--- config.mk ---
export PLATFORM = sky130hd
export DESIGN_NAME = seg_xlate
export DESIGN_NICKNAME = d
export VERILOG_FILES = /design/src/rtl/seg_xlate_pkg.sv /design/src/rtl/seg_table.sv /design/src/rtl/seg_check.sv /design/src/rtl/seg_xlate.sv
export SDC_FILE = /design/constraint.sdc
export NUM_CORES = 1
export LEC_CHECK = 0
export ABC_AREA = 1
export CAP_MARGIN = 5
export CORE_ASPECT_RATIO = 0.9
export CORE_UTILIZATION = 60
export CTS_CLUSTER_SIZE = 10
export DETAILED_ROUTE_END_ITERATION = 7
export PLACE_DENSITY = 0.83
export SLEW_MARGIN = 0
export SYNTH_ARGS = -nofsm -noshare
export SYNTH_HDL_FRONTEND = slang
export SYNTH_SLANG_ARGS = --single-unit
--- constraint.sdc ---
create_clock -name clk -period 3.8 [get_ports clk]
set_clock_uncertainty 0.2 [all_clocks]
set_input_delay 0.38 -clock clk [delete_from_list [all_inputs] [get_ports clk]]
set_output_delay 0.38 -clock clk [all_outputs]
set_load 0.005 [all_outputs]
--- src/rtl/seg_xlate_pkg.sv ---
package seg_xlate_pkg;
    // Which bound is applied to the offset of a request.
    typedef enum logic {
        CHK_STORED_LIMIT = 1'b0,
        CHK_FIXED_SIZE   = 1'b1
    } chk_mode_e;
endpackage

--- src/rtl/seg_table.sv ---
module seg_table #(
    parameter int NUM_SEG = 4,
    parameter int PA_W    = 18,
    parameter int OFF_W   = 14,
    localparam int IDX_W  = $clog2(NUM_SEG)
) (
    input  logic             clk,
    input  logic             rst_n,
    input  logic             wr_en,
    input  logic [IDX_W-1:0] wr_idx,
    input  logic             wr_valid,
    input  logic [PA_W-1:0]  wr_base,
    input  logic [OFF_W-1:0] wr_limit,
    input  logic [IDX_W-1:0] rd_idx,
    output logic             rd_valid,
    output logic [PA_W-1:0]  rd_base,
    output logic [OFF_W-1:0] rd_limit
);
    typedef struct packed {
        logic             used;
        logic [PA_W-1:0]  base;
        logic [OFF_W-1:0] limit;
    } entry_t;

    entry_t ent_d [NUM_SEG];
    entry_t ent_q [NUM_SEG];

    // Next value for every entry: only the addressed one takes the write.
    always_comb begin
        for (int i = 0; i < NUM_SEG; i++) begin
            ent_d[i] = ent_q[i];
            if (wr_en && (wr_idx == IDX_W'(i))) begin
                ent_d[i].used  = wr_valid;
                ent_d[i].base  = wr_base;
                ent_d[i].limit = wr_limit;
            end
        end
    end

    generate
        for (genvar g = 0; g < NUM_SEG; g++) begin : g_ent
            always_ff @(posedge clk or negedge rst_n) begin
                if (!rst_n) begin
                    ent_q[g] <= '0;
                end else begin
                    ent_q[g] <= ent_d[g];
                end
            end
        end
    endgenerate

    // Read sees the registered contents, so a same-cycle write is not visible.
    always_comb begin
        rd_valid = ent_q[rd_idx].used;
        rd_base  = ent_q[rd_idx].base;
        rd_limit = ent_q[rd_idx].limit;
    end
endmodule

--- src/rtl/seg_check.sv ---
module seg_check
    import seg_xlate_pkg::*;
#(
    parameter chk_mode_e MODE      = CHK_STORED_LIMIT,
    parameter int        PA_W      = 18,
    parameter int        OFF_W     = 14,
    parameter int        PART_SIZE = 4096
) (
    input  logic             ent_valid,
    input  logic [PA_W-1:0]  ent_base,
    input  logic [OFF_W-1:0] ent_limit,
    input  logic [OFF_W-1:0] offset,
    output logic             fault,
    output logic [PA_W-1:0]  paddr
);
    localparam logic [OFF_W:0] PART_BOUND = (OFF_W+1)'(PART_SIZE);

    logic in_range;

    generate
        if (MODE == CHK_FIXED_SIZE) begin : g_fixed
            logic unused_limit;
            assign unused_limit = ^ent_limit;
            assign in_range = ({1'b0, offset} < PART_BOUND);
        end else begin : g_bounded
            assign in_range = (offset <= ent_limit);
        end
    endgenerate

    always_comb begin
        fault = !ent_valid || !in_range;
        paddr = fault ? '0 : (ent_base + PA_W'(offset));
    end
endmodule

--- src/rtl/seg_xlate.sv ---
module seg_xlate
    import seg_xlate_pkg::*;
#(
    parameter int        SEG_W      = 2,
    parameter int        OFF_W      = 14,
    parameter int        PA_W       = 18,
    parameter bit        FIXED_PART = 1'b0,
    parameter int        PART_SIZE  = 4096,
    localparam int       VA_W       = SEG_W + OFF_W,
    localparam int       NUM_SEG    = 1 << SEG_W
) (
    input  logic             clk,
    input  logic             rst_n,
    input  logic             wr_en,
    input  logic [SEG_W-1:0] wr_idx,
    input  logic             wr_valid,
    input  logic [PA_W-1:0]  wr_base,
    input  logic [OFF_W-1:0] wr_limit,
    input  logic             req_valid,
    input  logic [VA_W-1:0]  req_vaddr,
    output logic             rsp_valid,
    output logic             rsp_fault,
    output logic [PA_W-1:0]  rsp_paddr
);
    localparam chk_mode_e MODE = FIXED_PART ? CHK_FIXED_SIZE : CHK_STORED_LIMIT;

    typedef struct packed {
        logic            valid;
        logic            fault;
        logic [PA_W-1:0] paddr;
    } rsp_t;

    logic [SEG_W-1:0] seg_num;
    logic [OFF_W-1:0] seg_off;
    logic             ent_valid;
    logic [PA_W-1:0]  ent_base;
    logic [OFF_W-1:0] ent_limit;
    logic             chk_fault;
    logic [PA_W-1:0]  chk_paddr;
    rsp_t             rsp_d;
    rsp_t             rsp_q;

    assign seg_num = req_vaddr[VA_W-1:OFF_W];
    assign seg_off = req_vaddr[OFF_W-1:0];

    seg_table #(
        .NUM_SEG (NUM_SEG),
        .PA_W    (PA_W),
        .OFF_W   (OFF_W)
    ) u_table (
        .clk      (clk),
        .rst_n    (rst_n),
        .wr_en    (wr_en),
        .wr_idx   (wr_idx),
        .wr_valid (wr_valid),
        .wr_base  (wr_base),
        .wr_limit (wr_limit),
        .rd_idx   (seg_num),
        .rd_valid (ent_valid),
        .rd_base  (ent_base),
        .rd_limit (ent_limit)
    );

    seg_check #(
        .MODE      (MODE),
        .PA_W      (PA_W),
        .OFF_W     (OFF_W),
        .PART_SIZE (PART_SIZE)
    ) u_check (
        .ent_valid (ent_valid),
        .ent_base  (ent_base),
        .ent_limit (ent_limit),
        .offset    (seg_off),
        .fault     (chk_fault),
        .paddr     (chk_paddr)
    );

    always_comb begin
        rsp_d = '0;
        if (req_valid) begin
            rsp_d.valid = 1'b1;
            rsp_d.fault = chk_fault;
            rsp_d.paddr = chk_paddr;
        end
    end

    always_ff @(posedge clk or negedge rst_n) begin
        if (!rst_n) begin
            rsp_q <= '0;
        end else begin
            rsp_q <= rsp_d;
        end
    end

    assign rsp_valid = rsp_q.valid;
    assign rsp_fault = rsp_q.fault;
    assign rsp_paddr = rsp_q.paddr;
endmodule

==> flow_summary.ini, run 1 <==
[synthesis]
ys.warnings.count = 0
synth_fp_nets = 1008
synth.yosys.seq_area_share_pct = 50.6
ys_ff_latch = 152
muxShareOfSynthArea_pct = 0
syn-cell-area_mm2 = 0.00751
syn_area_per_cell_um2 = 8.13
synth_top_family_by_area = simple AND/OR/NAND/NOR gates
ys_types = 30
synth-adder-area-share_pct = 4.93
synth_compound_area_share_pct = 16.2
synthCells = 924
synthSimpleGateAreaFrac_pct = 20.9
synth_xor_area_share_pct = 1.05

[cells_and_area]
area.growth.synth_to_final_pct = 19.0
finalNetCount = 1066
antenna_cells = 0
finalNonFillerCells = 1155
final_cell_area_mm2 = 0.00894
layout_common_cells = 279 x nand2_1, 162 x o21ai_0, 152 x dfrtp_1, 72 x clkdlybuf4s50_1, 65 x nor2_1
final_common_cell = nand2_1
drive_gt1_share_pct = 6.83

[route]
vias = 6531
drc = 0
routed_wirelength_mm = 18.6
dr.pass1.iters = 6
vias_per_cell = 5.65
ant_nets = 0
routedWlPerCell_um = 16.1
drt_iter0_drc = 622

[pwr]
max-vdd-ir-drop_mv = 0.369
p_comb_share_pct = 20.2
power.leakage_nw = 4.35
p_seq_share_pct = 43.8
p_sw_share_pct = 30.0
power.switching_w = 0.00137
clock_power_share_pct = 36.1
power.density_mw_per_mm2 = 510
p_int_w = 0.00319

[floorplan]
dieArea_mm2 = 0.0130
num_io_pins = 75
initial_utilization_pct = 62.0
chipHeight_um = 108
num_rows = 38
core_area_mm2 = 0.0121
fp.dieW_um = 120

[sta]
max_slew_margin_pct = 17.7
hold_viol = 0
timing.fmax_ghz = 0.361
rsz0062_at_grt = no
finalCritPeriodShare_pct = 72.8
period_minus_slack_ns = 2.77
whs_ns = 0.248
setup_tns_ns = 0
worst_slack_ns = 1.03
slew_violations = 0
worstMarginPinSlew_ns = 1.23
setup_viol_count_final = 0

[placement]
gp_congestion = 0.992
dp_cells = 1122
dpl-instance-area_mm2 = 0.00835
dp_hpwl_mm = 12.6
io_buffer_count = 74
pre_cts_slack_ns = 0.617

[global_route]
grt_pass1_vias = 6144
grt_first_pass_wirelength_mm = 30.6
globalRouteOverflowTotal = 0
groute.usage.overall_pct = 31.4
grt_start_max_net_pins = 89
grt_antenna_before_repair = 1

[critical_path]
path_cells = clkdlybuf4s50_1 > inv_1 > buf_4 > o21ai_0 > o22ai_1 > ha_1 > fa_1 > nand2_1 > nand3_1 > nand3_1 > nand2_1 > a21oi_1 > xor2_1 > nor2_2
worstSetupPathType = primary input to register
slowest_stage = clkdlybuf4s50_1
critical_path_buf_inv_count = 3
slowest_delay_ns = 0.49
worst_setup_path_end_kind = register
crit_required_ns = 3.92
critical-path-top-delay-family = buffers and inverters
critPathMaxFanout = 30
worstPathArrival_ns = 2.88
cp-start-kind = primary input

[clock_tree]
clockBufferDepth = 2
cts.sinks = 152
numCtsBuffers = 17
postCtsSetupBuffers = 0
cts_root_buf = clkbuf_16
htree_levels = 4
ctsHoldBuffers = 1
cts_tree = done
insertion_delay_ns = 0.43
cts_resized = 0
clk_pin_slew_worst_paths_ns = 0.06

[flow_run]
timing.max_cap.violations = 0

[run_status]
status = finished clean

[min_path]
min_path_type = primary input to register
-- layer usage --
metal | part of all wire, % | track usage, % | vias to the layer above
met4 | 3.1 | 14.4 | 2
met5 | 0.070 | 0 | -
met2 | 45 | 47.9 | 264
li1 | - | - | 3141
met1 | 44 | 42.3 | 3082
met3 | 8.0 | 8.07 | 42
-- cells in the mapped netlist --
cell      number  area, um2
nand3_1       25        125
o21ai_0      162        811
nand4_1        2       12.5
a32oi_1        1       8.76
a21o_1         1       7.51
nand2_1      281       1050
xor2_1         2       17.5
xnor2_1        7       61.3
nor3_1         2       10.0
buf_6          2       22.5
nand2_2        2       12.5
buf_1         10       37.5
buf_2         12       60.1
a32o_1        13        130
or2_0          1       6.26
o21ai_1        2       10.0
inv_2          2       7.51
clkbuf_1      25       93.8
inv_1         64        240
inv_4          1       6.26
fa_1           1       20.0
nor2_2        11       68.8
nor2_8         1       20.0
o22ai_1       16        100
nor2_1        65        244
ha_1          28        350
nor4_1         1       6.26
dfrtp_1      152       3800
a21oi_1       30        150
and2_1         2       12.5
-- power groups by stage --
| stage | clock network [W] | logic [W] | registers, W |
|---|---|---|---|
| 3_5_place_dp | 0 | 0.000904 | 0.00201 |
| 5_1_grt | 0.00172 | 0.00105 | 0.00202 |
| 3_3_place_gp | 0 | 0.000877 | 0.00201 |
| 2_1_floorplan | 0 | 0.000604 | 0.00198 |
| 6_report | 0.00164 | 0.000920 | 0.00200 |
| 4_1_cts | 0.00166 | 0.000917 | 0.00199 |
-- sequential cells by signal, summed over array words and instances, names as in the netlist --
register	cells
rsp_fault	1
rsp_paddr	18
rsp_valid	1
u_table.ent_q	132
-- path summary, 6_finish.rpt --
path | to | cells after the start | slack, ns | from
setup reg to reg | rsp_paddr[10] | 11 | 1.34 | u_table.ent_q[47]
setup / recovery | rsp_paddr[10] | 14 | 1.03 | req_vaddr[15]
hold reg to reg | u_table.ent_q[59] | 2 | 0.28 | u_table.ent_q[59]
min in group asynchronous | u_table.ent_q[29] | 2 | 0.39 | rst_n
hold / removal | rsp_valid | 1 | 0.25 | req_valid
max in group asynchronous | rsp_paddr[11] | 3 | 2.14 | rst_n
-- logic make-up (layout without fill, tap and decap cells) --
group,Yosys count,count (layout)
AOI/OAI and AO/OA,225,225
DFF,152,152
and+or+nand+nor,393,393
xor gates and xnor gates,9,9
buffers and inverters,116,187
adders and majority gates,29,29
-- final cells by class --
type                    count  area (um2)
clock buffers              20         467
repair buffers             88         845
well taps                 160         200
clock inverters            12         115
fillers                   922        3190
inverters                  67         254
flip-flops and latches    152        3800
multi-input cells         656        3250
-- through the flow --
step,utilization (%),power (W)
after floorplan,-,0.00258
after detailed placement,68.8,0.00292
after global placement,68.8,0.00288
after global routing,73.7,0.00479
final,73.7,0.00456
after CTS,73.7,0.00457
Note: power is estimated with default switching activity, not from simulation.
==> run 2: changes to the inputs <==
Settings changed: CORE_UTILIZATION 60 to 57, PLACE_DENSITY 0.83 to 0.8.
Clock period 3.8 ns to 2.8 ns, I/O delays scaled along.
==> run 2 against run 1 <==
Routed wire length is 6.3% higher. Critical endpoint unchanged. Total power is 44% higher. Die area is 5.2% higher. Critical path type is now register to register. First-iteration DRC count is 19% higher.
==> flow_summary.ini, run 2 (same netlist as run 1, synthesis figures left out) <==
[run_status]
status = finished clean

[route]
routed_wirelength_mm = 19.8
ant_nets = 0
drt_iter0_drc = 739
vias_per_cell = 5.70
drc = 0
vias = 6860
dr.pass1.iters = 5
routedWlPerCell_um = 16.5

[cells_and_area]
finalNetCount = 1110
final_common_cell = nand2_1
final_util_pct = 74.1
layout_common_cells = 279 x nand2_1, 162 x o21ai_0, 152 x dfrtp_1, 71 x clkdlybuf4s50_1, 65 x nor2_1
top_register = u_table.ent_q
largest_register_ffs = 132
drive_gt1_share_pct = 10.8
area.growth.synth_to_final_pct = 26.1
final_cell_area_mm2 = 0.00947
antenna_cells = 0
fill_cells = 961

[critical_path]
cp-start-kind = register
critPathMaxFanout = 4
crit_required_ns = 2.91
worstSetupPathType = register to register
worst_setup_path_end_kind = register
worstPathArrival_ns = 2.54

[sta]
max_slew_margin_pct = 53.6
rsz0062_at_grt = no
setup_tns_ns = 0
worstMarginPinSlew_ns = 0.696
slew_violations = 0
timing.fmax_ghz = 0.411
setup_viol_count_final = 0
period_minus_slack_ns = 2.43
hold_viol = 0
finalCritPeriodShare_pct = 86.9
whs_ns = 0.142

[clock_tree]
cts_tree = done
htree_levels = 4
cts_root_buf = clkbuf_16
numCtsBuffers = 17
insertion_delay_ns = 0.43
clk_pin_slew_worst_paths_ns = 0.06
cts.sinks = 152
postCtsSetupBuffers = 0
clockBufferDepth = 2

[global_route]
grt-busiest-layer = met2
grt_pass1_vias = 6490
grt_start_max_net_pins = 77
use_met3_pct = 8.13
globalRouteOverflowTotal = 0
grt_antenna_before_repair = 0
groute.usage.overall_pct = 30.5
met1_usage_pct = 41.5
grt_first_pass_wirelength_mm = 32.0
gr-usage-met2_pct = 47.8

[placement]
gp_congestion = 0.936
io_buffer_count = 74
dp_hpwl_mm = 12.7
dpl-instance-area_mm2 = 0.00881

[pwr]
p_total_w = 0.00655
power.leakage_nw = 4.65
power.density_mw_per_mm2 = 691
max-vdd-ir-drop_mv = 0.536

[floorplan]
core_area_mm2 = 0.0128
fp.dieW_um = 123
dieArea_mm2 = 0.0136
num_io_pins = 75
chipHeight_um = 111
initial_utilization_pct = 58.7
num_rows = 39

[min_path]
min_path_type = primary input to register

[flow_run]
timing.max_cap.violations = 0
==> run 2: cell count changes in the layout (fill, tap and decap cells not counted), sizes merged <==
| cell | delta |
|---|---|
| clkinvlp | -1 |
| dlymetal6s2s | +1 |
| clkbuf | +1 |
| bufinv | +2 |
| clkdlybuf4s50 | -1 |
| inv | -1 |
| buf | +43 |
==> run 2: through the flow <==
| step | cells | worst slack [ns] |
|---|---|---|
| final | 1203 | 0.367 |
| after global routing | 1203 | 0.181 |
| after CTS | 1202 | 0.120 |
| after detailed placement | 1169 | -0.236 |
| after global placement | 1169 | -0.136 |
| after floorplan | 924 | 0.257 |
==> run 2: area by class of cell <==
class	count	area [um2]	share of cell area (%)
sequential	152	3800	40.2
multi-input combinational	656	3250	34.4
timing repair buffer	132	1330	14.1
clock buffer	20	457	4.82
inverter	67	254	2.68
tap	164	205	2.17
clock inverter	12	163	1.72
==> run 2: worst paths after layout <==
| path | from | endpoint | slack (ns) | depth (start not counted) |
|---|---|---|---|---|
| max in group asynchronous | rst_n | u_table.ent_q[47] | 1.40 | 3 |
| min reg2reg | u_table.ent_q[92] | u_table.ent_q[92] | 0.28 | 2 |
| min in group asynchronous | rst_n | u_table.ent_q[99] | 0.26 | 2 |
| max | u_table.ent_q[47] | rsp_paddr[10] | 0.37 | 11 |
| min | req_valid | rsp_valid | 0.14 | 1 |
| max reg2reg | u_table.ent_q[47] | rsp_paddr[10] | 0.37 | 11 |
==> run 2: critical path: stages, from the launching register on <==
cell	delay, ns
dfrtp_1	0.40
o21ai_0	0.20
o22ai_1	0.12
ha_1	0.22
fa_1	0.39
nand2_1	0.08
nand3_1	0.10
nand3_1	0.09
nand2_1	0.10
a21oi_1	0.17
xor2_1	0.20
nor2_2	0.06
==> run 2: power breakdown <==
group | leakage, nW | total (W) | switching [W] | internal (W)
combinational | 2.43 | 0.00142 | 0.000784 | 0.000640
clock | 0.303 | 0.00242 | 0.000953 | 0.00146
sequential | 1.92 | 0.00271 | 0.000184 | 0.00252
==> run 2: repair_timing <==
item                       CTS  global route
hold endpoints to repair    73             0
hold buffers                 1             0
resized for setup            0             2
setup endpoints to repair    0            11
==> run 2: per-layer routing <==
metal  wire length [um]  vias to the layer above  share of wire, %
li1                   -                     3234                 -
met1               8370                     3218                42
met2               9190                      355                46
met3               1770                       53               8.9
met4                467                        0               2.4
met5                  0                        -                 0
==> run 3: changes to the inputs <==
Settings changed: ABC_AREA 1 to not set, CORE_UTILIZATION 57 to 60, DONT_BUFFER_PORTS set to 1, PLACE_DENSITY 0.8 to 0.76, TNS_END_PERCENT set to 20.
==> run 3 against run 2 <==
Worst hold slack got worse by 0.79 ns. Critical endpoint is now rsp_paddr[5]. Design area shrank 9.2%. Area after synthesis decreased by 2.3%. The flow now finishes with violations (hold timing). Total power is 0.60% higher. Die area down 7.1%.
==> flow_summary.ini, run 3 <==
[sta]
slew_violations = 0
timing.fmax_ghz = 0.366
setup_viol_count_final = 0
period_minus_slack_ns = 2.73
hold_viol = 152
whs_ns = -0.646
finalCritPeriodShare_pct = 97.6
max_slew_margin_pct = 64.4
worstMarginPinSlew_ns = 0.534
rsz0062_at_grt = yes

[global_route]
grt_antenna_before_repair = 0
grt_pass1_vias = 4572
grt_first_pass_wirelength_mm = 24.5
globalRouteOverflowTotal = 0
grt_start_max_net_pins = 153
groute.usage.overall_pct = 26.2

[synthesis]
synth.most_common_cell = dfrtp_1
synth.yosys.seq_area_share_pct = 51.9
synth_top_area_share_pct = 51.9
synth.area.top_cells = dfrtp_1 52%, mux2_2 20%, mux4_2 10%
ys_ff_latch = 152
synthCells = 505
synthArstFlopShare_pct = 100
synth_fp_nets = 589
synth_edf_count = 0
syn-cell-area_mm2 = 0.00733
yosys.area.top_type = dfrtp_1
synthTopCellsByCount = 152 x dfrtp_1, 132 x mux2_2, 33 x mux4_2
ys.flop_type = dfrtp_1
ys.warnings.count = 0
syn_area_per_cell_um2 = 14.5
ys_types = 44

[pwr]
p_total_w = 0.00659
p_comb_share_pct = 22.2
max-vdd-ir-drop_mv = 0.555
p_seq_share_pct = 42.5
clock_power_share_pct = 35.3
p_sw_share_pct = 25.2
power.leakage_nw = 3.69
power.density_mw_per_mm2 = 766
power.switching_w = 0.00166
p_int_w = 0.00493

[floorplan]
chipHeight_um = 107
initial_utilization_pct = 62.9
core_area_mm2 = 0.0117
num_io_pins = 75
num_rows = 37
dieArea_mm2 = 0.0127
fp.dieW_um = 119

[route]
dr.pass1.iters = 5
ant_nets = 0
vias = 4372
routedWlPerCell_um = 21.3
routed_wirelength_mm = 15.3
vias_per_cell = 6.10
drt_iter0_drc = 213
drc = 0

[critical_path]
worstPathArrival_ns = 2.86
r2r_start = u_table.ent_q[3]
cp-start-kind = register
worstSetupPathType = register to register
r2r_slack_ns = 0.07
critPathMaxFanout = 9
slowest_delay_ns = 0.47
path_cells = mux4_2 > inv_1 > ha_1 > a21oi_1 > nor2_1 > a2111oi_2 > o211a_2 > o211ai_4 > nor3b_2
slowest_stage = mux4_2
crit_required_ns = 2.92
worst_setup_path_end_kind = register
rr_worst_depth = 9
r2r-end = rsp_paddr[5]

[cells_and_area]
layout_common_cells = 152 x dfrtp_1, 132 x mux2_2, 36 x dlygate4sd3_1, 33 x mux4_2, 25 x ha_1
area.growth.synth_to_final_pct = 17.2
drive_gt1_share_pct = 40.5
top_register = u_table.ent_q
finalNetCount = 634
final_util_pct = 73.7
largest_register_ffs = 132
final_common_cell = dfrtp_1
final_cell_area_mm2 = 0.00859
antenna_cells = 0
fill_cells = 763

[clock_tree]
ctsHoldBuffers = 36
cts_root_buf = clkbuf_16
insertion_delay_ns = 0.42
cts.sinks = 152
clk_pin_slew_worst_paths_ns = 0.06
cts_tree = done
htree_levels = 4
numCtsBuffers = 17
clockBufferDepth = 2

[placement]
io_buffer_count = 0
gp_congestion = 0.906
dp_hpwl_mm = 9.68
dpl-instance-area_mm2 = 0.00754

[min_path]
min_path_type = primary input to asynchronous set/reset pin

[flow_run]
timing.max_cap.violations = 0

[run_status]
status = finished, violations left
violations = hold timing
[run 3: cell count changes after synthesis, moves of 16 or more]
| cell | change |
|---|---|
| o21ai_0 | -157 |
| mux2_2 | +132 |
| mux4_2 | +33 |
| nand3_1 | -19 |
| nor2_1 | -45 |
| o22ai_1 | -16 |
| nand2_1 | -268 |
| clkbuf_1 | -20 |
| inv_1 | -43 |
[run 3: critical path, delay by kind of cell, from the launching register on]
family	cells	cell delay, ns
fa+ha+maj	1	0.24
flops	1	0.37
compound gates	4	0.98
mux	1	0.47
buf+inv	1	0.09
simple gates	2	0.29
[run 3: logic make-up after synthesis]
group                    after synthesis  share of synthesized area, %
AO/OA/AOI/OAI                         43                          4.33
XOR/XNOR                              14                          1.67
adder cells (fa/ha/maj)               29                          5.05
buffers and inverters                 41                          2.51
flip-flops                           152                          51.9
multiplexers                         165                          30.4
AND/OR/NAND/NOR                       61                          4.18
[run 3: timing repair]
| item | 4_1_cts | 5_1_grt |
|---|---|---|
| pin swaps | 0 | 5 |
| setup buffers | 0 | 1 |
| hold endpoints to repair | 294 | 152 |
| resized for setup | 3 | 10 |
| cloned | 0 | 2 |
| endpoints found under the setup margin | 3 | 18 |
[run 3: layer usage]
layer  global-route usage (%)  up-vias  wire, um
met5                        0        -         0
met4                     6.96        0       125
met3                     7.82        8       852
met2                     42.4      116      7580
met1                     35.0     2294      6750
li1                         -     1954         -
[run 3: per-stage QoR]
stage               setup slack (ns)  setup TNS, ns  std cells
global placement            -0.00223       -0.00223        648
floorplan                    -0.0902         -0.558        505
detailed placement           -0.0559        -0.0559        648
CTS                         -0.00600       -0.00600        714
global route                 -0.0472         -0.114        717
finish                        0.0668              0        717
[run 3: power by group through the flow]
stage	registers, W	clock network (W)	logic, W
2_1_floorplan	0.00276	0	0.00115
3_3_place_gp	0.00280	0	0.00129
6_report	0.00280	0.00233	0.00146
4_1_cts	0.00280	0.00237	0.00141
5_1_grt	0.00284	0.00248	0.00160
3_5_place_dp	0.00283	0	0.00133
[run 3: how the worst max path moves through the flow]
stage | startpoint | end | slack (ns) | cells after the start
after floorplan | req_vaddr[14] | rsp_paddr[10] | -0.09 | 12
after global placement | u_table.ent_q[3] | rsp_paddr[5] | -0.002 | 9
after detailed placement | u_table.ent_q[20] | rsp_paddr[17] | -0.06 | 8
after CTS | u_table.ent_q[20] | rsp_paddr[17] | -0.006 | 8
after global routing | u_table.ent_q[17] | rsp_paddr[7] | -0.05 | 8
final | u_table.ent_q[3] | rsp_paddr[5] | 0.07 | 9
[run 3: cell type report]
class,count,area [um2],share of cell area [%]
timing repair buffer,44,420,4.89
multi-input combinational,314,3500,40.7
inverter,21,78.8,0.917
clock buffer,20,447,5.20
tap,156,195,2.27
sequential,152,3800,44.3
clock inverter,10,153,1.78
